[config.mk]
export PLATFORM = sky130hd
export DESIGN_NAME = ctx_switch_seq
export DESIGN_NICKNAME = d
export VERILOG_FILES = /design/src/rtl/ctx_switch_pkg.sv /design/src/rtl/ctx_vec_addr.sv /design/src/rtl/ctx_step_plan.sv /design/src/rtl/ctx_mem_if.sv /design/src/rtl/ctx_switch_seq.sv
export SDC_FILE = /design/constraint.sdc
export NUM_CORES = 1
export LEC_CHECK = 0
export CAP_MARGIN = 15
export CELL_PAD_IN_SITES_DETAIL_PLACEMENT = 0
export CELL_PAD_IN_SITES_GLOBAL_PLACEMENT = 2
export CORE_MARGIN = 2
export CORE_UTILIZATION = 28
export CTS_BUF_LIST = sky130_fd_sc_hd__clkbuf_8
export CTS_CLUSTER_SIZE = 14
export DETAILED_ROUTE_END_ITERATION = 6
export MAX_ROUTING_LAYER = met4
export PLACE_DENSITY = 0.78
export SLEW_MARGIN = 20
export SYNTH_ARGS = -nofsm -noshare
export SYNTH_HDL_FRONTEND = slang
export SYNTH_SLANG_ARGS = --single-unit
[constraint.sdc]
create_clock -name clk -period 3.5 [get_ports clk]
set_clock_uncertainty 0.2 [all_clocks]
set_input_delay 0.7 -clock clk [delete_from_list [all_inputs] [get_ports clk]]
set_output_delay 0.7 -clock clk [all_outputs]
set_load 0.005 [all_outputs]
[src/rtl/ctx_switch_pkg.sv]
package ctx_switch_pkg;

  typedef enum logic [1:0] {
    KIND_RESET = 2'd0,
    KIND_CALL  = 2'd1,
    KIND_TRAP  = 2'd2,
    KIND_SPARE = 2'd3
  } ctx_kind_e;

  typedef enum logic [2:0] {
    STEP_RD_WP    = 3'd0,
    STEP_RD_PC    = 3'd1,
    STEP_WR_OLDWP = 3'd2,
    STEP_WR_OLDPC = 3'd3,
    STEP_WR_OLDST = 3'd4,
    STEP_WR_PARAM = 3'd5
  } ctx_step_e;

  typedef enum logic [1:0] {
    SEQ_IDLE  = 2'd0,
    SEQ_ISSUE = 2'd1,
    SEQ_XFER  = 2'd2,
    SEQ_FIN   = 2'd3
  } ctx_seq_e;

  localparam int unsigned REG_OLDWP = 13;
  localparam int unsigned REG_OLDPC = 14;
  localparam int unsigned REG_OLDST = 15;
  localparam int unsigned REG_PARAM = 11;

  // Final step of the shared sequence for each kind
  function automatic ctx_step_e last_step_of(ctx_kind_e kind);
    case (kind)
      KIND_RESET: return STEP_RD_PC;
      KIND_TRAP:  return STEP_WR_PARAM;
      default:    return STEP_WR_OLDST;
    endcase
  endfunction

endpackage

[src/rtl/ctx_vec_addr.sv]
module ctx_vec_addr
  import ctx_switch_pkg::*;
#(
  parameter int unsigned W        = 16,
  parameter int unsigned NUM_W    = 4,
  parameter logic [W-1:0] TRAP_BASE = 16'h0040
) (
  input  ctx_kind_e        kind,
  input  logic [NUM_W-1:0] trap_num,
  input  logic [W-1:0]     opnd_ea,
  output logic [W-1:0]     vec_addr
);

  localparam int unsigned SLOT_SHIFT = 2;

  logic [W-1:0] trap_off;

  assign trap_off = W'({trap_num, {SLOT_SHIFT{1'b0}}});

  always_comb begin
    case (kind)
      KIND_RESET: vec_addr = '0;
      KIND_TRAP:  vec_addr = TRAP_BASE + trap_off;
      default:    vec_addr = opnd_ea;
    endcase
  end

endmodule

[src/rtl/ctx_step_plan.sv]
module ctx_step_plan
  import ctx_switch_pkg::*;
#(
  parameter int unsigned W = 16
) (
  input  ctx_step_e    step,
  input  logic [W-1:0] vec_addr,
  input  logic [W-1:0] ws_ptr,
  input  logic [W-1:0] old_wp,
  input  logic [W-1:0] old_pc,
  input  logic [W-1:0] old_st,
  input  logic [W-1:0] param_ea,
  output logic         acc_we,
  output logic [W-1:0] acc_addr,
  output logic [W-1:0] acc_wdata
);

  localparam logic [W-1:0] OFF_PC    = W'(2);
  localparam logic [W-1:0] OFF_OLDWP = W'(2 * REG_OLDWP);
  localparam logic [W-1:0] OFF_OLDPC = W'(2 * REG_OLDPC);
  localparam logic [W-1:0] OFF_OLDST = W'(2 * REG_OLDST);
  localparam logic [W-1:0] OFF_PARAM = W'(2 * REG_PARAM);

  always_comb begin
    acc_we    = 1'b0;
    acc_addr  = vec_addr;
    acc_wdata = '0;
    case (step)
      STEP_RD_PC: acc_addr = vec_addr + OFF_PC;
      STEP_WR_OLDWP: begin
        acc_we    = 1'b1;
        acc_addr  = ws_ptr + OFF_OLDWP;
        acc_wdata = old_wp;
      end
      STEP_WR_OLDPC: begin
        acc_we    = 1'b1;
        acc_addr  = ws_ptr + OFF_OLDPC;
        acc_wdata = old_pc;
      end
      STEP_WR_OLDST: begin
        acc_we    = 1'b1;
        acc_addr  = ws_ptr + OFF_OLDST;
        acc_wdata = old_st;
      end
      STEP_WR_PARAM: begin
        acc_we    = 1'b1;
        acc_addr  = ws_ptr + OFF_PARAM;
        acc_wdata = param_ea;
      end
      default: acc_addr = vec_addr;
    endcase
  end

endmodule

[src/rtl/ctx_mem_if.sv]
module ctx_mem_if #(
  parameter int unsigned W = 16
) (
  input  logic         clk,
  input  logic         rst_n,
  input  logic         load,
  input  logic         clear,
  input  logic         we_in,
  input  logic [W-1:0] addr_in,
  input  logic [W-1:0] wdata_in,
  output logic         mem_req,
  output logic         mem_we,
  output logic [W-1:0] mem_addr,
  output logic [W-1:0] mem_wdata
);

  always_ff @(posedge clk) begin
    if (!rst_n) begin
      mem_req   <= 1'b0;
      mem_we    <= 1'b0;
      mem_addr  <= '0;
      mem_wdata <= '0;
    end else if (load) begin
      mem_req   <= 1'b1;
      mem_we    <= we_in;
      mem_addr  <= {addr_in[W-1:1], 1'b0};
      mem_wdata <= wdata_in;
    end else if (clear) begin
      mem_req   <= 1'b0;
    end
  end

endmodule

[src/rtl/ctx_switch_seq.sv]
module ctx_switch_seq
  import ctx_switch_pkg::*;
#(
  parameter int unsigned W         = 16,
  parameter int unsigned NUM_W     = 4,
  parameter logic [W-1:0] TRAP_BASE = 16'h0040,
  parameter int unsigned TRAP_ST_BIT = 6
) (
  input  logic             clk,
  input  logic             rst_n,
  input  logic             start_valid,
  output logic             start_ready,
  input  logic [1:0]       start_kind,
  input  logic [NUM_W-1:0] start_xop_num,
  input  logic [W-1:0]     start_opnd_ea,
  input  logic [W-1:0]     cur_wp,
  input  logic [W-1:0]     cur_pc,
  input  logic [W-1:0]     cur_st,
  output logic             mem_req,
  output logic             mem_we,
  output logic [W-1:0]     mem_addr,
  output logic [W-1:0]     mem_wdata,
  input  logic [W-1:0]     mem_rdata,
  input  logic             mem_ack,
  output logic             done,
  output logic [W-1:0]     new_wp,
  output logic [W-1:0]     new_pc,
  output logic [W-1:0]     new_st
);

  localparam logic [W-1:0] TRAP_ST_MASK = W'(1) << TRAP_ST_BIT;

  ctx_seq_e  state_q;
  ctx_step_e step_q;
  ctx_kind_e kind_q;
  ctx_kind_e kind_in;
  logic [W-1:0] vec_q, old_wp_q, old_pc_q, old_st_q, param_q, st_res_q;
  logic [W-1:0] ws_q, pc_q;
  logic [W-1:0] out_wp_q, out_pc_q, out_st_q;

  logic [W-1:0] vec_in;
  logic [W-1:0] st_res_in;
  ctx_step_e    plan_step;
  logic         plan_we;
  logic [W-1:0] plan_addr, plan_wdata;
  logic         cur_last;
  logic         xfer_ack;
  logic         req_load, req_clear;

  assign kind_in = ctx_kind_e'(start_kind);

  ctx_vec_addr #(.W(W), .NUM_W(NUM_W), .TRAP_BASE(TRAP_BASE)) u_vec (
    .kind     (kind_in),
    .trap_num (start_xop_num),
    .opnd_ea  (start_opnd_ea),
    .vec_addr (vec_in)
  );

  always_comb begin
    case (kind_in)
      KIND_RESET: st_res_in = '0;
      KIND_TRAP:  st_res_in = cur_st | TRAP_ST_MASK;
      default:    st_res_in = cur_st;
    endcase
  end

  // Step offered next: the first one out of ISSUE, the successor otherwise
  assign plan_step = (state_q == SEQ_ISSUE) ? STEP_RD_WP : ctx_step_e'(step_q + 3'd1);
  assign cur_last  = (step_q == last_step_of(kind_q));
  assign xfer_ack  = (state_q == SEQ_XFER) && mem_ack;
  assign req_load  = (state_q == SEQ_ISSUE) || (xfer_ack && !cur_last);
  assign req_clear = xfer_ack && cur_last;

  ctx_step_plan #(.W(W)) u_plan (
    .step      (plan_step),
    .vec_addr  (vec_q),
    .ws_ptr    (ws_q),
    .old_wp    (old_wp_q),
    .old_pc    (old_pc_q),
    .old_st    (old_st_q),
    .param_ea  (param_q),
    .acc_we    (plan_we),
    .acc_addr  (plan_addr),
    .acc_wdata (plan_wdata)
  );

  ctx_mem_if #(.W(W)) u_mem (
    .clk       (clk),
    .rst_n     (rst_n),
    .load      (req_load),
    .clear     (req_clear),
    .we_in     (plan_we),
    .addr_in   (plan_addr),
    .wdata_in  (plan_wdata),
    .mem_req   (mem_req),
    .mem_we    (mem_we),
    .mem_addr  (mem_addr),
    .mem_wdata (mem_wdata)
  );

  always_ff @(posedge clk) begin
    if (!rst_n) begin
      state_q  <= SEQ_IDLE;
      step_q   <= STEP_RD_WP;
      kind_q   <= KIND_RESET;
      vec_q    <= '0;
      old_wp_q <= '0;
      old_pc_q <= '0;
      old_st_q <= '0;
      param_q  <= '0;
      st_res_q <= '0;
      ws_q     <= '0;
      pc_q     <= '0;
      out_wp_q <= '0;
      out_pc_q <= '0;
      out_st_q <= '0;
    end else begin
      case (state_q)
        SEQ_IDLE: begin
          if (start_valid) begin
            kind_q   <= kind_in;
            vec_q    <= vec_in;
            old_wp_q <= cur_wp;
            old_pc_q <= cur_pc;
            old_st_q <= cur_st;
            param_q  <= start_opnd_ea;
            st_res_q <= st_res_in;
            state_q  <= SEQ_ISSUE;
          end
        end
        SEQ_ISSUE: begin
          step_q  <= STEP_RD_WP;
          state_q <= SEQ_XFER;
        end
        SEQ_XFER: begin
          if (mem_ack) begin
            if (step_q == STEP_RD_WP) ws_q <= mem_rdata;
            if (step_q == STEP_RD_PC) pc_q <= mem_rdata;
            if (cur_last) begin
              out_wp_q <= ws_q;
              out_pc_q <= (step_q == STEP_RD_PC) ? mem_rdata : pc_q;
              out_st_q <= st_res_q;
              state_q  <= SEQ_FIN;
            end else begin
              step_q <= plan_step;
            end
          end
        end
        default: state_q <= SEQ_IDLE;
      endcase
    end
  end

  assign start_ready = (state_q == SEQ_IDLE);
  assign done        = (state_q == SEQ_FIN);
  assign new_wp      = out_wp_q;
  assign new_pc      = out_pc_q;
  assign new_st      = out_st_q;

endmodule

==> results of run 1 <==
-- layer usage --
layer | track usage | wire, µm | up-vias
met4 | 0.0517 | 678 | 0
li1 | - | - | 4324
met3 | 0.0413 | 2090 | 45
met1 | 0.234 | 13700 | 4046
met2 | 0.283 | 13900 | 259
met5 | - | 0 | -
-- worst max-delay path, cell delays in order, from the launching register on --
cell and delay (ps):
dfxtp_1 410, ha_2 260, xnor2_1 150, nor3_2 300, inv_1 140, nor2_1 150
inv_1 60, ha_1 340, a211oi_2 450, nor3_1 150, xnor2_1 150, o221a_2 270
o211ai_1 160
-- layout by cell type (no fill, tap or decap), types with 3 or more instances in the layout --
master | Yosys | routed
nand2b_1 | 3 | 3
o22ai_1 | 5 | 5
nor2_1 | 73 | 73
nor4_1 | 4 | 4
ha_1 | 11 | 10
a22oi_1 | 16 | 16
a211oi_2 | 12 | 13
o221ai_1 | 3 | 3
buf_12 | 0 | 6
o21ai_0 | 44 | 44
mux2i_1 | 21 | 21
nand3_1 | 32 | 32
clkbuf_8 | 0 | 49
nand4_1 | 6 | 6
diode_2 | 0 | 4
a31oi_1 | 20 | 20
a211oi_1 | 11 | 10
nand2_1 | 305 | 304
nor2b_1 | 8 | 7
a222oi_1 | 16 | 16
nor3_2 | 1 | 3
a221oi_1 | 6 | 6
xor2_1 | 5 | 5
clkinv_2 | 0 | 6
o211ai_1 | 4 | 4
a21oi_1 | 163 | 162
xnor2_1 | 7 | 7
nor3_1 | 14 | 12
buf_4 | 6 | 24
inv_1 | 14 | 24
dfxtp_1 | 215 | 214
clkdlybuf4s50_1 | 0 | 172
-- final cells by class --
| cell class | instances | area [µm²] |
|---|---|---|
| fill | 3348 | 20200 |
| inverter | 15 | 61.3 |
| clock inverter | 21 | 164 |
| tap | 442 | 553 |
| sequential | 215 | 4310 |
| multi-input combinational | 832 | 4490 |
| antenna | 4 | 10.0 |
| timing repair buffer | 202 | 2020 |
| clock buffer | 49 | 674 |
-- stage by stage --
step | setup TNS, ps | std cells | worst slack [ps]
after floorplan | 0 | 1153 | 17.0
final | 0 | 1780 | 262
after global placement | 0 | 1705 | 261
after detailed placement | 0 | 1705 | 198
after global routing | -51.6 | 1780 | -32.4
after CTS | 0 | 1775 | 184
-- worst max path at each step --
| stage | end | slack (ps) |
|---|---|---|
| 2_1_floorplan | u_mem.mem_addr[11] | 20 |
| 5_1_grt | u_mem.mem_addr[14] | -30 |
| 4_1_cts | u_mem.mem_addr[11] | 180 |
| 6_report | u_mem.mem_addr[14] | 260 |
| 3_3_place_gp | u_mem.mem_addr[11] | 260 |
| 3_5_place_dp | u_mem.mem_addr[15] | 200 |
-- power by group through the flow --
stage	Combinational (mW)	Clock [mW]	Sequential [mW]
2_1_floorplan	1.26	0	3.10
3_3_place_gp	2.18	0	3.22
3_5_place_dp	2.20	0	3.23
4_1_cts	2.21	2.61	3.18
5_1_grt	2.43	2.73	3.23
6_report	2.18	2.54	3.17
-- cell families (layout without fill, tap and decap cells) --
logic type	Yosys count	count (layout)	synth area share
AOI/OAI and AO/OA	322	322	0.219
xor gates and xnor gates	12	12	0.0114
adders and majority gates	12	12	0.0171
buffers and inverters	106	287	0.0497
DFF	215	215	0.468
muxes	23	23	0.0253
other	1	5	0.000408
and+or+nand+nor	462	462	0.209
-- timing repair --
action,CTS,global route
resized for setup,0,5
endpoints found under the setup margin,0,6
setup buffers,0,1
==> summary.md, run 1 <==
| Metric | Value |
|---|---|
| Status | `finished with violations` |
| Violated checks | `DRC` |
| Seq/Total Area, Yosys | `0.468` |
| Clk pwr share | `0.322` |
| CTS tree | `yes` |
| Final Max Slew Viols | `0` |
| Worst Hold Class | `reg2reg` |
| Root cell of the clock tree | `clkbuf_8` |
| Endpoints failing setup | `0` |
| Htree depth | `2` |
| Top cells by count, synth | `nand2_1, dfxtp_1, a21oi_1, nor2_1, clkbuf_1` |
| Yosys Warn Count | `0` |
| Tmin final | `roughly 3200 ps` |
| Reg2Reg Depth | `12` |
| Placement Rows | `66` |
| Cell area after layout | `about 12000 µm²` |
| R2r setup slk | `approximately 260 ps` |
| Hold Path End | `new_st[14]` |
| Die width | `approximately 190 µm` |
| GRT Resource Usage Total | `0.181` |
| Ys async rst share | `0` |
| Dpl cell area | `11400 µm²` |
| NetSw | `2.65 mW` |
| Ratio of cells with drive above 1 in the final layout | `0.0960` |
| Port bufs | `~170` |
| Most frequent cell after synthesis | `nand2_1` |
| Via density | `between 4 and 5` |
| Max Fclk | `0.309 GHz` |
| Largest net degree at the start of global routing | `84` |
| Synthesized area | `around 9200 µm²` |
| Synth top area cells | `dfxtp_1, nand2_1, a21oi_1` |
| Vias in the first global route | `roughly 8.5k` |
| Hold Vio Cnt, Final | `0` |
| Crit path from | `step_q[1]` |
| CP Launch Type | `flop` |
| Mean Syn Cell Area | `7.97 µm²` |
| Vias | `~8.7k` |
| CP Class | `reg2reg` |
| Core area | `about 32000 µm²` |
| Max cap viols | `0` |
| CP arrival | `3510 ps` |
| Synth unique cells | `65` |
| Area leader, netlist | `dfxtp_1` |
| Combinational share of power | `0.276` |
| Post-synth top area share | `0.468` |
| Final core occ | `0.378` |
| Total Wirelength | `just over 30000 µm` |
| Critical R2R Launch | `step_q[1]` |
| GRT overflow | `0` |
| Cell count after synthesis | `between 1k and 1.5k` |
| IO Count | `174` |
| FF-to-FF End | `u_mem.mem_addr[14]` |
| Drt drc | `1` |
| Final nets | `around 1.4k` |
| P&R area growth vs syn | `33.6%` |
| Predominant post-synthesis flop cell | `dfxtp_1` |
| Clock Sinks | `approximately 220` |
| DIE AREA | `34300 µm²` |
| Hpwl dp | `21200 µm` |
| Clk_lat worst skew | `~550 ps` |
| Routability cong. | `0.788` |
| Starting Density | `0.283` |
| Synth Register Bits | `between 200 and 250` |
| RSZ-0062 raised after global routing | `true` |
| CTS Hold Bufs | `0` |
| VDD IR max | `~0.00027 V` |
| Worst slew pin tran | `around 1100 ps` |
| Number of antenna violations at the first check in global routing | `4` |
| Sequential share of power | `0.402` |
| Pwr/cell area | `~640 nW/µm²` |
| HP Start | `st_res_q[14]` |
| Pleak | `4.15 nW` |
| P_int | `around 5.2 mW` |
| WL/cell | `17.1 µm` |
| Drt pass-1 iters | `7` |
| Worst hold slack | `251 ps` |
| Fin crit share | `0.925` |
| Hold depth | `2` |
| Clk slew on worst S/H paths | `60 ps` |
| Starting DRC count in detailed routing | `719` |
| Worst path required time | `between 3000 and 4000 ps` |
| Routed Antenna Nets | `0` |
| Switching Share | `0.336` |
| CTS Buffer Depth | `3` |
| Number of buffers created by CTS | `40` |
| Slew HR | `0.272` |
| Worst setup EP type | `flop` |
| CP Max Fanout | `6` |
| EDFF count, synth | `0` |
| Synth Net Count | `between 1k and 1.5k` |
| Pwr Total | `slightly below 8 mW` |
| Die H | `approximately 190 µm` |
| First-pass GRT wire length | `about 47000 µm` |
Note: power is estimated with default switching activity, not from simulation.
==> inputs of run 2 (changes only) <==
Settings changed: ABC_CLOCK_PERIOD_IN_PS set to 3500.
==> results of run 2 <==
Final layout, timing and power as in run 1 (identical DEF).
